===== src/rtl/fade_pkg.sv =====
package fade_pkg;
  typedef enum logic [1:0] {
    LAW_SQUARE   = 2'b00,
    LAW_SQUARE_B = 2'b01,
    LAW_CUBIC_A  = 2'b10,
    LAW_CUBIC_B  = 2'b11
  } fade_law_e;

  localparam int unsigned MULT_W = 4;

  // multiplier per code band, band 3 is near full scale
  function automatic logic [MULT_W-1:0] law_mult(fade_law_e law, logic [1:0] band);
    logic [MULT_W-1:0] m;
    case (law)
      LAW_CUBIC_A: m = MULT_W'(4) - MULT_W'(band);
      LAW_CUBIC_B: m = MULT_W'(8) >> band;
      default:     m = MULT_W'(1);
    endcase
    return m;
  endfunction
endpackage


===== src/rtl/fade_prescaler.sv =====
module fade_prescaler #(
  parameter int unsigned PRESC = 4
) (
  input  logic clk_i,
  input  logic rst_ni,
  input  logic run_i,
  output logic tick_o
);
  localparam int unsigned PW = (PRESC > 1) ? $clog2(PRESC) : 1;
  localparam logic [PW-1:0] LAST = PW'(PRESC - 1);

  logic [PW-1:0] cnt_q;

  assign tick_o = run_i && (cnt_q == LAST);

  always_ff @(posedge clk_i or negedge rst_ni) begin
    if (!rst_ni)      cnt_q <= '0;
    else if (!run_i)  cnt_q <= '0;
    else if (tick_o)  cnt_q <= '0;
    else              cnt_q <= cnt_q + PW'(1);
  end
endmodule


===== src/rtl/fade_interval.sv =====
module fade_interval
  import fade_pkg::*;
#(
  parameter int unsigned CODE_W = 7,
  parameter int unsigned RATE_W = 4,
  localparam int unsigned IV_W  = RATE_W + MULT_W
) (
  input  logic [RATE_W-1:0] rate_i,
  input  logic [1:0]        law_i,
  input  logic [CODE_W-1:0] code_i,
  output logic [IV_W-1:0]   interval_o
);
  logic [MULT_W-1:0] mult;

  assign mult       = law_mult(fade_law_e'(law_i), code_i[CODE_W-1 -: 2]);
  assign interval_o = IV_W'(rate_i) * IV_W'(mult);
endmodule


===== src/rtl/fade_stepper.sv =====
module fade_stepper #(
  parameter int unsigned IV_W = 8
) (
  input  logic            clk_i,
  input  logic            rst_ni,
  input  logic            run_i,
  input  logic            tick_i,
  input  logic [IV_W-1:0] interval_i,
  output logic            step_o
);
  logic [IV_W-1:0] ticks_q;
  logic [IV_W:0]   ticks_inc;

  assign ticks_inc = {1'b0, ticks_q} + (IV_W+1)'(1);
  // >= keeps a shrinking interval (band change, retarget) from stalling
  assign step_o    = run_i && tick_i && (ticks_inc >= {1'b0, interval_i});

  always_ff @(posedge clk_i or negedge rst_ni) begin
    if (!rst_ni)      ticks_q <= '0;
    else if (!run_i)  ticks_q <= '0;
    else if (step_o)  ticks_q <= '0;
    else if (tick_i)  ticks_q <= ticks_inc[IV_W-1:0];
  end
endmodule


===== src/rtl/fade_ramp.sv =====
module fade_ramp
  import fade_pkg::*;
#(
  parameter int unsigned CODE_W = 7,
  parameter int unsigned RATE_W = 4,
  parameter int unsigned PRESC  = 4
) (
  input  logic              clk_i,
  input  logic              rst_ni,
  input  logic              en_i,
  input  logic              fast_i,
  input  logic [CODE_W-1:0] target_i,
  input  logic [RATE_W-1:0] rate_in_i,
  input  logic [RATE_W-1:0] rate_out_i,
  input  logic [1:0]        law_i,
  output logic [CODE_W-1:0] code_o,
  output logic              fi_done_o,
  output logic              fo_done_o
);
  localparam int unsigned IV_W = RATE_W + MULT_W;

  logic [CODE_W-1:0] cur_q, cur_d, goal;
  logic              fi_q, fo_q;
  logic              fast_apply, rising, immediate, moving;
  logic [RATE_W-1:0] rate_sel;
  logic              tick, step;
  logic [IV_W-1:0]   interval;

  assign goal       = en_i ? target_i : '0;
  assign fast_apply = fast_i && fi_q && en_i;
  assign rising     = goal > cur_q;
  assign rate_sel   = rising ? rate_in_i : rate_out_i;
  assign immediate  = fast_apply || (rate_sel == '0);
  assign moving     = (goal != cur_q) && !immediate;

  fade_prescaler #(.PRESC(PRESC)) u_presc (
    .clk_i (clk_i),
    .rst_ni(rst_ni),
    .run_i (moving),
    .tick_o(tick)
  );

  fade_interval #(.CODE_W(CODE_W), .RATE_W(RATE_W)) u_ival (
    .rate_i    (rate_sel),
    .law_i     (law_i),
    .code_i    (cur_q),
    .interval_o(interval)
  );

  fade_stepper #(.IV_W(IV_W)) u_step (
    .clk_i     (clk_i),
    .rst_ni    (rst_ni),
    .run_i     (moving),
    .tick_i    (tick),
    .interval_i(interval),
    .step_o    (step)
  );

  always_comb begin
    cur_d = cur_q;
    if (goal != cur_q) begin
      if (immediate)   cur_d = goal;
      else if (step)   cur_d = rising ? cur_q + CODE_W'(1) : cur_q - CODE_W'(1);
    end
  end

  always_ff @(posedge clk_i or negedge rst_ni) begin
    if (!rst_ni) begin
      cur_q <= '0;
      fi_q  <= 1'b0;
      fo_q  <= 1'b0;
    end else begin
      cur_q <= cur_d;
      fi_q  <= en_i && (fi_q || (cur_d == target_i));
      fo_q  <= !en_i && (cur_q != '0) && (cur_d == '0);
    end
  end

  assign code_o    = cur_q;
  assign fi_done_o = fi_q;
  assign fo_done_o = fo_q;
endmodule


===== config.mk =====
export PLATFORM = sky130hd
export DESIGN_NAME = fade_ramp
export DESIGN_NICKNAME = d
export VERILOG_FILES = /design/src/rtl/fade_pkg.sv /design/src/rtl/fade_prescaler.sv /design/src/rtl/fade_interval.sv /design/src/rtl/fade_stepper.sv /design/src/rtl/fade_ramp.sv
export SDC_FILE = /design/constraint.sdc
export NUM_CORES = 1
export LEC_CHECK = 0
export ABC_CLOCK_PERIOD_IN_PS = 6200
export BUFFER_PORTS_ARGS = -buffer_cell sky130_fd_sc_hd__buf_2
export CAP_MARGIN = 20
export CORE_MARGIN = 2
export CORE_UTILIZATION = 50
export CTS_CLUSTER_DIAMETER = 40
export DETAILED_ROUTE_END_ITERATION = 6
export PLACE_DENSITY = 0.71
export SETUP_SLACK_MARGIN = 0.05
export SKIP_CTS_REPAIR_TIMING = 1
export SLEW_MARGIN = 10
export SYNTH_ARGS = -nofsm -noshare
export SYNTH_HDL_FRONTEND = slang
export SYNTH_SLANG_ARGS = --single-unit

===== constraint.sdc =====
create_clock -name clk_i -period 6.2 [get_ports clk_i]
set_clock_uncertainty 0.15 [all_clocks]
set_input_delay 0.62 -clock clk_i [delete_from_list [all_inputs] [get_ports clk_i]]
set_output_delay 0.62 -clock clk_i [all_outputs]
set_load 0.05 [all_outputs]

-- Word level (Yosys, flattened, before mapping)
Index checks and enable logic that the tools add are counted.
Widths: inputs -> output; s select.
- magnitude comparators: 2
- reduce and logical (&&, ||, !) cells: 16
- multipliers: 1
- multiplexer cells: 12
- add/sub/neg operators: 5
- equality and inequality tests: 6
- shift-type cells: 1
- operators with widths (kind ; number):
    $mux 7 ; 5
    $mux 8 ; 3
    $add 8x1->9 const B ; 1
    $ge 9x8->1 ; 1
    $logic_and 1x1->1 ; 9
    $mul 4x4->8 ; 1
    $pmux 4 s2 ; 1
    $add 7x1->7 const B ; 1
    $eq 7x7->1 ; 1
    $gt 7x7->1 ; 1
    $logic_not 7->1 ; 1
    $ne 7x7->1 ; 1
    $reduce_bool 7->1 ; 1
    $sub 7x1->7 const B ; 1
    $eq 2x2->1 const B ; 3
    $logic_not 4->1 ; 1
    $mux 2 ; 2
    $mux 4 ; 1
    $shr 4x2->4 const A ; 1
    $sub 3x2->4 const A ; 1
    $ne 3x2->1 const B ; 1
    $add 2x1->2 const B ; 1
    $logic_not 1->1 ; 2
    $logic_or 1x1->1 ; 2
- input port bits: 21
- output and inout bits: 9
- register bits: 19

-- Depth between registers and ports, before layout
Gate-level depths: netlist of run 1.
- depth in word-level cells: 16
- mapped depth: 29
- mapped depth without buffers: 27

-- Cells and area by module
A second synthesis of run 1 with hierarchy kept.
- cell total of the unflattened synthesis: 323
- area, all modules: 2751.4 µm²
- modules (own cells, without submodules) (module ; cells an instance ; times used ; area each (µm²)):
    fade_ramp ; 168 ; 1 ; 1345.0
    fade_stepper ; 85 ; 1 ; 758.2
    fade_interval ; 64 ; 1 ; 556.8
    fade_prescaler ; 6 ; 1 ; 91.3

-- Least setup slack after synthesis of run 1
Ideal clock, no wire load.
- kind: input -> register
- start point: input en_i
- end point: register fo_q (netlist: fo_done_o)
- cell stages on the path: 25
- arrival: 6.333 ns
- library setup time: 0.096 ns
- slack: -0.378 ns
- path through: clkbuf_1 -> and2_1 -> ha_1 -> a211oi_2 -> nor2_2 -> o31ai_4 -> mux2i_1 -> nor2_1 -> fa_1 -> fa_1 -> ha_1 -> a21o_1 -> a21oi_1 -> o21bai_1 -> a21oi_1 -> xor2_1 -> ha_1 -> nand4_1 -> nor2_1 -> o31ai_1 -> a31oi_4 -> nor2b_1 -> a221oi_2 -> or4_1 -> nor4_2
- cells in the longest elaborated chain, start to end: 15
- RTL lines (element ; line ; source):
    start: declaration ; fade_ramp.sv:10 ; input logic en_i,
    parallel branches: the longest is 12 deep, another holds $ge 9x8->1 ; - ;
    $mux 7 * ; fade_ramp.sv:61 ; if (goal != cur_q) begin
    via cur_d[1] ; fade_ramp.sv:22 ; logic [CODE_W-1:0] cur_q, cur_d, goal;
    $logic_not 7->1 * ; fade_ramp.sv:75 ; fo_q <= !en_i && (cur_q != '0) && (cur_d == '0);
    $logic_and 1x1->1 * ; fade_ramp.sv:75 ;
    end signal: assignment ; fade_ramp.sv:75 ;
    end: declaration ; fade_ramp.sv:23 ; logic fi_q, fo_q;
Mark *: on every way through the listed nets, which the timed path passes.
A chain may end at the register's enable or synchronous reset.

-- Final worst setup path of run 1
- start point: input en_i
- end point: register fi_q (netlist: fi_done_o)
- cells in the longest elaborated chain, start to end: 16
- RTL lines (element ; line ; source):
    parallel branches: the longest is 12 deep, another holds $ge 9x8->1 ; - ;
    $mux 7 * ; fade_ramp.sv:61 ;
    via cur_d[4] ; fade_ramp.sv:22 ;
    $eq 7x7->1 * ; fade_ramp.sv:74 ; fi_q <= en_i && (fi_q || (cur_d == target_i));
    $logic_or 1x1->1 * ; fade_ramp.sv:74 ;
    $logic_and 1x1->1 * ; fade_ramp.sv:74 ;
    end signal: assignment ; fade_ramp.sv:74 ;
    end: declaration ; fade_ramp.sv:23 ;
Marks and branches as above.

==> out/summary.md, run 1 <==
### Pwr
• Net Sw Power: 698 uW
• PD cells: 443 mW/mm^2
• total power of the final layout: 1370 uW
• Comb power frac: 0.781
• switching fraction of total power: 0.508
• portion of total power attributed to sequential cells: 0.155
• part of the total power dissipated in the clock network: 0.064
• worst-case vdd ir drop: 0.359 mV
• total internal power: 677 uW
• P_leak: 0.00152 uW

### Clocking
• TritonCTS sink count: 19
• root buffer selected by CTS: sky130_fd_sc_hd__clkbuf_8
• maximum buffer depth of the clock tree: 2
• TritonCTS buffer count: 3
• Worst-Skew Late Latency: 250 ps
• maximum level of the CTS H-tree: 1
• clk slew on worst S/H paths: 80 ps
• CTS tree: built

### Drt
• DRC errors left: 0
• via count normalized by instance count: 5.76
• final wirelength: 6280 um
• total via count after detailed routing: 2,195
• drt wl/cell: 16.5 um
• number of detailed-routing iterations run before antenna repair: 4
• Routed Antenna Nets: 0
• number of DRC markers after the initial detailed-route iteration: 139

### Synthesis
• post-synthesis instance total: 265
• Synth Net Count: 329
• largest cells by area after synthesis: sky130_fd_sc_hd__dfrtp_1 (20%), sky130_fd_sc_hd__ha_1 (20%), sky130_fd_sc_hd__xor2_1 (4.8%)
• Post-synth ARST share: 1.00
• synthesized area divided by synthesized cell count: 8.88 sq um
• Synth cell types: 57
• warning count from the yosys run: 0
• sequential share of the synthesized area: 0.202
• portion of synthesized cell area occupied by the leading cell type: 0.202
• ys flop type: sky130_fd_sc_hd__dfrtp_1
• post-synthesis cell area: 0.00235 sq mm
• number of flops mapped to enable cells by yosys: 0
• Yosys reg bits: 19
• top cell type by total area after synthesis: sky130_fd_sc_hd__dfrtp_1

### Floorplan
• floorplan core area: 0.00444 sq mm
• Die Footprint: 0.00527 sq mm
• initial core utilization: 0.529
• num rows: 24
• Die Height: 72.6 um
• Die Span X: 72.6 um
• number of top-level pins: 30

### GRT
• GRT Util Overall: 0.227
• aggregate global routing overflow: 0
• number of global-route vias before repair: 2,062
• largest net degree at the start of global routing: 20
• initial antenna violation count: 0
• global-route wire length before repair: 9530 um

### Setup path
• capturing element type of the critical path: flop
• Data arrival, critical path: 6090 ps
• crit path kind: primary input to flop
• required time at the endpoint of the critical path: 6200 ps
• Slowest Stage Delay on Critical Path: 560 ps
• crit path max-delay cell type: sky130_fd_sc_hd__fa_1
• largest driver fanout on the critical path: 6
• critical path startpoint category: primary input

### Run
• Max-Cap Viols: 0

### Layout
• Inserted Diodes: 0
• area growth from synthesis to layout: 31.9%
• final layout net count: 394
• final non-filler cell area: 0.00310 sq mm
• fraction of final layout cells with drive strength greater than 1: 0.343

### Placement
• number of buffer cells added on primary ports: 29
• total placed instance area: 0.00282 sq mm
• last weighted congestion value of the routability-driven placer: 0.950
• Post-DP HPWL: 4780 um
• Post-Place Worst Slack: -239 ps

### Timing
• setup_tns: 0 ps
• Max-Slew Margin vs Limit: 0.684
• number of slew-limit violations in the final report: 0
• timing-limited maximum frequency: 164 MHz
• unrepaired setup endpoints after global routing: yes
• Final Setup Violations: 0
• setup slack after layout: 106 ps
• transition at the pin with the smallest max-transition slack: 470 ps
• total count of hold-check failures in the final report: 0
• Final Cycle Share: 0.983
• shortest clock period the worst path allows after layout: 6090 ps

### Outcome
• outcome: complete, no violations

### Worst hold path
• worst hold-check path type: primary input to async pin

-- metal layers --
layer,vias up,global-route usage,part of all wire
met4,0,0.0494,0.010
met3,4,0.00552,0.041
met5,-,0,0
li1,1089,-,-
met2,56,0.340,0.47
met1,1046,0.362,0.48
-- through the flow --
step	utilization	instances	hold slack [ps]
2_1_floorplan	-	265	174
3_3_place_gp	0.634	371	279
3_5_place_dp	0.634	371	280
4_1_cts	0.644	375	168
5_1_grt	0.698	381	178
6_report	0.698	381	156
-- worst max-delay path, delay by kind of cell --
| kind | cells | cell delay (ps) |
|---|---|---|
| muxes | 1 | 240 |
| AOI/OAI and AO/OA | 9 | 1670 |
| buffers and inverters | 3 | 350 |
| adders and majority gates | 5 | 1850 |
| xor gates and xnor gates | 2 | 320 |
| and+or+nand+nor | 8 | 1040 |
-- cells in the mapped netlist, drive strengths merged, types with 2 or more instances --
cell    count
ha         38
nor2       32
inv        20
dfrtp      19
a21oi      18
o21ai      16
xor2       13
nand2      11
xnor2       9
nand3       7
and2        6
and3        6
nor3        6
fa          5
o31ai       5
a21o        4
mux2i       4
nor4        4
a221oi      3
nand2b      3
nand4       3
nor2b       3
a211oi      2
clkbuf      2
mux2        2
nor3b       2
o211a       2
o21bai      2
or2         2
-- logic make-up (layout without fill, tap and decap cells) --
| logic type | Yosys count | count (layout) | share of synthesized area |
|---|---|---|---|
| fa+ha+maj | 43 | 43 | 0.245 |
| xor+xnor | 22 | 22 | 0.0819 |
| flops | 19 | 19 | 0.202 |
| simple gates | 88 | 88 | 0.198 |
| mux | 6 | 6 | 0.0266 |
| compound gates | 64 | 64 | 0.210 |
| buf+inv | 23 | 87 | 0.0372 |
-- final cells by class --
class | instances | area (sq um)
clock buffer | 4 | 45.0
fill | 348 | 1340
sequential | 19 | 478
inverter | 20 | 75.1
multi-input combinational | 223 | 1990
tap | 52 | 65.1
timing repair buffer | 63 | 453
-- final timing paths --
| path | depth (start not counted) | end | from | slack, ps |
|---|---|---|---|---|
| hold reg to reg | 1 | u_presc.cnt_q[0] | u_presc.cnt_q[0] | 290 |
| setup / recovery | 28 | fi_done_o | en_i | 110 |
| max in group asynchronous | 1 | code_o[4] | rst_ni | 5410 |
| min in group clk_i | 1 | u_presc.cnt_q[0] | u_presc.cnt_q[0] | 290 |
| setup reg to reg | 26 | fi_done_o | code_o[4] | 150 |
| hold / removal | 1 | u_step.ticks_q[5] | rst_ni | 160 |
-- registers in the layout, summed over array words and instances (netlist names) --
| register | flops |
|---|---|
| code_o | 7 |
| u_presc.cnt_q | 2 |
| fo_done_o | 1 |
| u_step.ticks_q | 8 |
| fi_done_o | 1 |
-- cell usage in the layout (no fill, tap or decap), types with 3 or more instances in the layout --
cell / count
sky130_fd_sc_hd__o31ai_1: 3
sky130_fd_sc_hd__ha_4: 6
sky130_fd_sc_hd__ha_1: 32
sky130_fd_sc_hd__xor2_1: 13
sky130_fd_sc_hd__and2_4: 4
sky130_fd_sc_hd__nor2_1: 28
sky130_fd_sc_hd__nand3_1: 7
sky130_fd_sc_hd__nand2_1: 9
sky130_fd_sc_hd__inv_1: 19
sky130_fd_sc_hd__xnor2_1: 9
sky130_fd_sc_hd__a21o_1: 4
sky130_fd_sc_hd__buf_4: 30
sky130_fd_sc_hd__and3_1: 6
sky130_fd_sc_hd__nor3_1: 6
sky130_fd_sc_hd__dfrtp_1: 17
sky130_fd_sc_hd__o21ai_0: 11
sky130_fd_sc_hd__a21oi_1: 15
sky130_fd_sc_hd__buf_2: 28
sky130_fd_sc_hd__nand2b_1: 3
sky130_fd_sc_hd__o21ai_2: 4
sky130_fd_sc_hd__fa_1: 5
sky130_fd_sc_hd__nor2_2: 3
sky130_fd_sc_hd__clkbuf_8: 3
-- power groups by stage --
stage	Clock (uW)	Sequential, uW	Combinational (uW)
after detailed placement	0	214	936
after CTS	89.2	212	939
after global routing	93.1	222	1170
final	87.6	214	1070
after floorplan	0	282	582
after global placement	0	213	913
Power figures use the tool's default switching activity.
==> inputs of run 2 (changes only) <==
Settings changed: CELL_PAD_IN_SITES_DETAIL_PLACEMENT set to 1, CELL_PAD_IN_SITES_GLOBAL_PLACEMENT set to 2, CORE_UTILIZATION 50 to 33, PLACE_DENSITY 0.71 to 0.76.
==> run 2 against run 1 <==
  * Worst hold slack lost 9.5 ps
  * Final cell count grew 14%
  * Non-clock buffer count up 8
  * Flip-flop and latch count stayed put
  * Critical endpoint is now fo_done_o
  * Count of clock-buffer cells in the layout is the same
  * Critical path depth shrank 1
  * First-iteration DRC count decreased by 50%
  * Sequential power fell by 3%
  * Global-route usage shrank 5.1 points
==> out/summary.md, run 2 (same netlist as run 1, synthesis figures left out) <==
### Setup path
• Data arrival, critical path: 6220 ps
• required time at the endpoint of the critical path: 6230 ps
• number of cells on the critical path: 27
• crit path kind: primary input to flop
• CP Buf/Inv Count: 4
• largest driver fanout on the critical path: 6
• critical path's top delay family: adder cells
• crit path max-delay cell type: sky130_fd_sc_hd__fa_1
• capturing element type of the critical path: flop
• critical path startpoint category: primary input
• reg2reg path depth: 26
• Slowest Stage Delay on Critical Path: 560 ps

### Floorplan
• initial core utilization: 0.344
• Die Span X: 88.4 um
• num rows: 30
• floorplan core area: 0.00683 sq mm
• number of top-level pins: 30
• Die Height: 88.4 um
• Die Footprint: 0.00782 sq mm

### Timing
• Final Setup Violations: 0
• setup_tns: 0 ps
• timing-limited maximum frequency: 161 MHz
• shortest clock period the worst path allows after layout: 6200 ps
• total count of hold-check failures in the final report: 0
• Final Cycle Share: 0.999
• Max-Slew Margin vs Limit: 0.622
• number of slew-limit violations in the final report: 0
• unrepaired setup endpoints after global routing: yes
• transition at the pin with the smallest max-transition slack: 561 ps
• tightest hold margin: 146 ps

### Pwr
• Net Sw Power: 728 uW
• total power of the final layout: 1400 uW
• total internal power: 671 uW
• portion of total power attributed to sequential cells: 0.149
• part of the total power dissipated in the clock network: 0.065
• Comb power frac: 0.787
• worst-case vdd ir drop: 0.186 mV
• switching fraction of total power: 0.520
• P_leak: 0.00157 uW
• PD cells: 435 mW/mm^2

### GRT
• initial antenna violation count: 0
• largest net degree at the start of global routing: 20
• global-route wire length before repair: 10,700 um
• aggregate global routing overflow: 0
• GRT Util Overall: 0.176
• number of global-route vias before repair: 2,212

### Layout
• final non-filler cell area: 0.00322 sq mm
• final layout net count: 402
• Inserted Diodes: 0
• flip-flop count of the largest register after layout: 8
• fraction of final layout cells with drive strength greater than 1: 0.359
• area growth from synthesis to layout: 36.8%
• most frequent cells in the layout: sky130_fd_sc_hd__buf_4 (39), sky130_fd_sc_hd__ha_1 (33), sky130_fd_sc_hd__nor2_1 (29)
• register ranked first by flip-flop count: u_step.ticks_q
• most frequent standard cell in the layout excluding fill and tap cells: sky130_fd_sc_hd__buf_4
• number of filler instances in the final layout: 820

### Worst hold path
• worst hold-check path type: primary input to async pin

### Run
• Max-Cap Viols: 0

### Drt
• drt wl/cell: 17.0 um
• via count normalized by instance count: 5.10
• number of detailed-routing iterations run before antenna repair: 4
• number of DRC markers after the initial detailed-route iteration: 69
• Routed Antenna Nets: 0
• total via count after detailed routing: 2,209
• final wirelength: 7350 um
• DRC errors left: 0

### Outcome
• outcome: complete, no violations

### Clocking
• root buffer selected by CTS: sky130_fd_sc_hd__clkbuf_8
• CTS tree: built
• clk slew on worst S/H paths: 90 ps
• Worst-Skew Late Latency: 260 ps
• maximum buffer depth of the clock tree: 2
• TritonCTS sink count: 19
• maximum level of the CTS H-tree: 1
• TritonCTS buffer count: 3

### Placement
• last weighted congestion value of the routability-driven placer: 0.831
• number of buffer cells added on primary ports: 29
• Post-DP HPWL: 5810 um
• total placed instance area: 0.00289 sq mm

run 2: cell types whose count changed in the layout (fill, tap and decap cells not counted), sizes merged:
| cell | before | now |
|---|---|---|
| buf | 62 | 70 |
run 2: worst paths after layout:
path	start	to	slack, ps
min	rst_ni	fo_done_o	150
min reg2reg	u_presc.cnt_q[0]	u_presc.cnt_q[0]	300
max in group asynchronous	rst_ni	code_o[1]	5410
max reg2reg	code_o[5]	fo_done_o	30
min in group clk_i	u_presc.cnt_q[0]	u_presc.cnt_q[0]	300
max	target_i[4]	fo_done_o	4
run 2: routing by layer:
layer  global-route usage  up-vias  routed length, um
li1                     -     1101                  -
met1                0.267     1076               3790
met2                0.281       26               3400
met3               0.0121        6                 99
met4               0.0248        0                 57
met5                    0        -                  0
run 2: power by group through the flow:
stage	registers (uW)	clock network, uW	logic (uW)
after floorplan	282	0	582
after global placement	207	0	938
after detailed placement	209	0	956
after CTS	206	90.9	964
after global routing	213	95.9	1200
final	208	90.8	1100
run 2: cell type report:
class | count | area (sq um) | area share
Multi-Input combinational cell | 223 | 1990 | 0.619
Clock buffer | 4 | 45.0 | 0.0140
Sequential cell | 19 | 478 | 0.149
Tap cell | 96 | 120 | 0.0373
Timing Repair Buffer | 71 | 507 | 0.157
Inverter | 20 | 75.1 | 0.0233
run 2: stage by stage:
stage	worst slack, ps	cells	utilization
finish	4.16	433	0.471
global route	-286	433	0.471
CTS	-28.0	421	0.429
detailed placement	-249	417	0.423
global placement	-162	417	0.423
floorplan	-69.9	265	-
==> inputs of run 3 (changes only) <==
Settings changed: PLACE_DENSITY 0.76 to 0.75, SYNTH_HIERARCHICAL set to 1.
==> run 3 against run 2 <==
  * The flow now finishes with violations (setup timing)
  * Largest power group unchanged
  * Worst hold slack about the same
  * Flip-flop and latch count unchanged
  * Clock power increased by 2%
  * Critical path depth increased by 1
  * Final cell count increased by 18%
  * Die area increased by 16%
  * Area after synthesis increased by 17%
  * Design area increased by 20%
  * Synthesized cell count increased by 22%
  * Combinational power increased by 31%
  * Global-route usage increased by 2.4 points
  * Highest routed layer unchanged
==> out/summary.md, run 3 <==
### Pwr
• Comb power frac: 0.832
• part of the total power dissipated in the clock network: 0.054
• portion of total power attributed to sequential cells: 0.115
• total power of the final layout: 1730 uW
• Net Sw Power: 870 uW
• P_leak: 0.00184 uW
• total internal power: 860 uW
• worst-case vdd ir drop: 0.279 mV
• PD cells: 449 mW/mm^2
• switching fraction of total power: 0.503

### Synthesis
• warning count from the yosys run: 6
• most frequent cell after synthesis: sky130_fd_sc_hd__ha_1
• largest cells by area after synthesis: sky130_fd_sc_hd__dfrtp_1 (17%), sky130_fd_sc_hd__ha_1 (17%), sky130_fd_sc_hd__inv_1 (4.6%)
• post-synthesis instance total: 323
• Synth Net Count: 387
• portion of synthesized cell area occupied by the leading cell type: 0.173
• synthesized area divided by synthesized cell count: 8.52 sq um
• number of flops mapped to enable cells by yosys: 0
• leading post-synthesis cells by instance count: sky130_fd_sc_hd__ha_1 (38), sky130_fd_sc_hd__inv_1 (34), sky130_fd_sc_hd__nand2_1 (29)
• post-synthesis cell area: 0.00275 sq mm
• sequential share of the synthesized area: 0.173
• Yosys reg bits: 19
• top cell type by total area after synthesis: sky130_fd_sc_hd__dfrtp_1
• ys flop type: sky130_fd_sc_hd__dfrtp_1
• Post-synth ARST share: 1.00
• Synth cell types: 69

### Drt
• number of detailed-routing iterations run before antenna repair: 4
• drt wl/cell: 17.7 um
• via count normalized by instance count: 5.31
• total via count after detailed routing: 2,723
• number of DRC markers after the initial detailed-route iteration: 88
• DRC errors left: 0
• Routed Antenna Nets: 0
• final wirelength: 9090 um

### Clocking
• TritonCTS buffer count: 3
• clk slew on worst S/H paths: 80 ps
• CTS tree: built
• maximum level of the CTS H-tree: 1
• root buffer selected by CTS: sky130_fd_sc_hd__clkbuf_8
• maximum buffer depth of the clock tree: 2
• TritonCTS sink count: 19
• Worst-Skew Late Latency: 260 ps

### Placement
• last weighted congestion value of the routability-driven placer: 0.909
• Post-DP HPWL: 7280 um
• number of buffer cells added on primary ports: 29

### GRT
• largest net degree at the start of global routing: 20
• number of global-route vias before repair: 2,846
• initial antenna violation count: 0
• global-route wire length before repair: 14,300 um
• GRT Util Overall: 0.200
• aggregate global routing overflow: 0

### Timing
• transition at the pin with the smallest max-transition slack: 825 ps
• total count of hold-check failures in the final report: 0
• timing-limited maximum frequency: 157 MHz
• setup_tns: -284 ps
• number of slew-limit violations in the final report: 0
• unrepaired setup endpoints after global routing: yes
• setup slack after layout: -181 ps
• Final Cycle Share: 1.03
• Final Setup Violations: 2
• shortest clock period the worst path allows after layout: 6380 ps
• Max-Slew Margin vs Limit: 0.450

### Layout
• register area: 477 sq um
• register ranked first by flip-flop count: u_step/ticks_q
• fraction of final layout cells with drive strength greater than 1: 0.404
• most frequent cells in the layout: sky130_fd_sc_hd__buf_4 (55), sky130_fd_sc_hd__ha_1 (30), sky130_fd_sc_hd__inv_1 (28)
• Multi-input gate area: 0.00242 sq mm
• Inserted Diodes: 0
• most frequent standard cell in the layout excluding fill and tap cells: sky130_fd_sc_hd__buf_4
• final layout net count: 473
• flip-flop count of the largest register after layout: 8
• area growth from synthesis to layout: 40.0%
• number of filler instances in the final layout: 958

### Floorplan
• floorplan core area: 0.00813 sq mm
• Die Span X: 95.3 um
• num rows: 33
• Die Footprint: 0.00908 sq mm
• Die Height: 95.3 um
• number of top-level pins: 30
• initial core utilization: 0.338

### Run
• Max-Cap Viols: 0

### Setup path
• Worst R2R End: fi_done_o
• largest driver fanout on the critical path: 6
• capturing element type of the critical path: flop
• Data arrival, critical path: 6380 ps
• critical path startpoint category: primary input
• crit path kind: primary input to flop
• worst reg2reg setup slack: -140 ps
• FF-to-FF Start: code_o[4]
• reg2reg path depth: 28
• required time at the endpoint of the critical path: 6200 ps

### Worst hold path
• worst hold-check path type: primary input to async pin

### Outcome
• outcome: finished with violations
• violations in the final reports: setup timing

==> run 3: worst max path at each step <==
stage | cells after the start | end | start
after floorplan | 32 | fo_done_o | en_i
after global placement | 27 | fi_done_o | en_i
after detailed placement | 29 | fi_done_o | en_i
after CTS | 29 | fi_done_o | en_i
after global routing | 28 | fi_done_o | target_i[3]
final | 28 | fi_done_o | target_i[3]
==> run 3: metrics by stage <==
step	worst slack [ps]	utilization	hold WS [ps]	instance area (sq um)	instances
floorplan	-258	-	174	2900	323
global placement	-553	0.426	286	3460	499
detailed placement	-640	0.426	313	3460	499
CTS	-380	0.432	173	3510	503
global route	-393	0.473	165	3850	513
finish	-181	0.473	146	3850	513
==> run 3: worst max-delay path, cell delays in order <==
cell,delay (ps)
sky130_fd_sc_hd__buf_2,120
sky130_fd_sc_hd__and2_2,230
sky130_fd_sc_hd__ha_4,230
sky130_fd_sc_hd__nand4_4,120
sky130_fd_sc_hd__a21oi_4,50
sky130_fd_sc_hd__o31ai_4,390
sky130_fd_sc_hd__mux2_4,250
sky130_fd_sc_hd__nand2_4,50
sky130_fd_sc_hd__fa_1,550
sky130_fd_sc_hd__inv_2,40
sky130_fd_sc_hd__fa_2,560
sky130_fd_sc_hd__buf_6,100
sky130_fd_sc_hd__ha_4,190
sky130_fd_sc_hd__a211oi_2,220
sky130_fd_sc_hd__o21bai_1,120
sky130_fd_sc_hd__a21oi_2,150
sky130_fd_sc_hd__xnor2_1,120
sky130_fd_sc_hd__inv_1,80
sky130_fd_sc_hd__ha_4,260
sky130_fd_sc_hd__and3_4,200
sky130_fd_sc_hd__nand3_4,90
sky130_fd_sc_hd__o21ai_4,160
sky130_fd_sc_hd__o21ba_4,240
sky130_fd_sc_hd__inv_6,60
sky130_fd_sc_hd__a21o_4,210
sky130_fd_sc_hd__a221o_1,380
sky130_fd_sc_hd__xor2_1,200
sky130_fd_sc_hd__o41ai_2,360
==> run 3: layout make-up <==
type | instances | area share
Tap cell | 105 | 0.0341
Clock buffer | 3 | 0.0107
Multi-Input combinational cell | 263 | 0.628
Sequential cell | 19 | 0.124
Inverter | 34 | 0.0351
Clock inverter | 1 | 0.00130
Timing Repair Buffer | 88 | 0.167
==> run 3: power by group through the flow <==
stage	Sequential (uW)	Clock [uW]	Combinational, uW
global route	205	98.6	1580
floorplan	287	0	752
global placement	198	0	1230
CTS	198	92.1	1260
finish	199	92.6	1440
detailed placement	200	0	1260
==> run 3: per-layer routing <==
layer	wire, um	vias to the layer above	GRT usage	share of wire
met5	0	-	0	0
met4	89	0	0.0217	0.0098
met2	4690	34	0.366	0.52
met1	4130	1351	0.269	0.45
met3	178	8	0.00870	0.020
li1	-	1330	-	-
==> run 3: cell families after synthesis <==
family	synth area share
AO/OA/AOI/OAI	0.217
XOR/XNOR	0.0605
adder cells (fa/ha/maj)	0.209
buffers and inverters	0.0641
flip-flops	0.173
multiplexers	0.0309
AND/OR/NAND/NOR	0.246
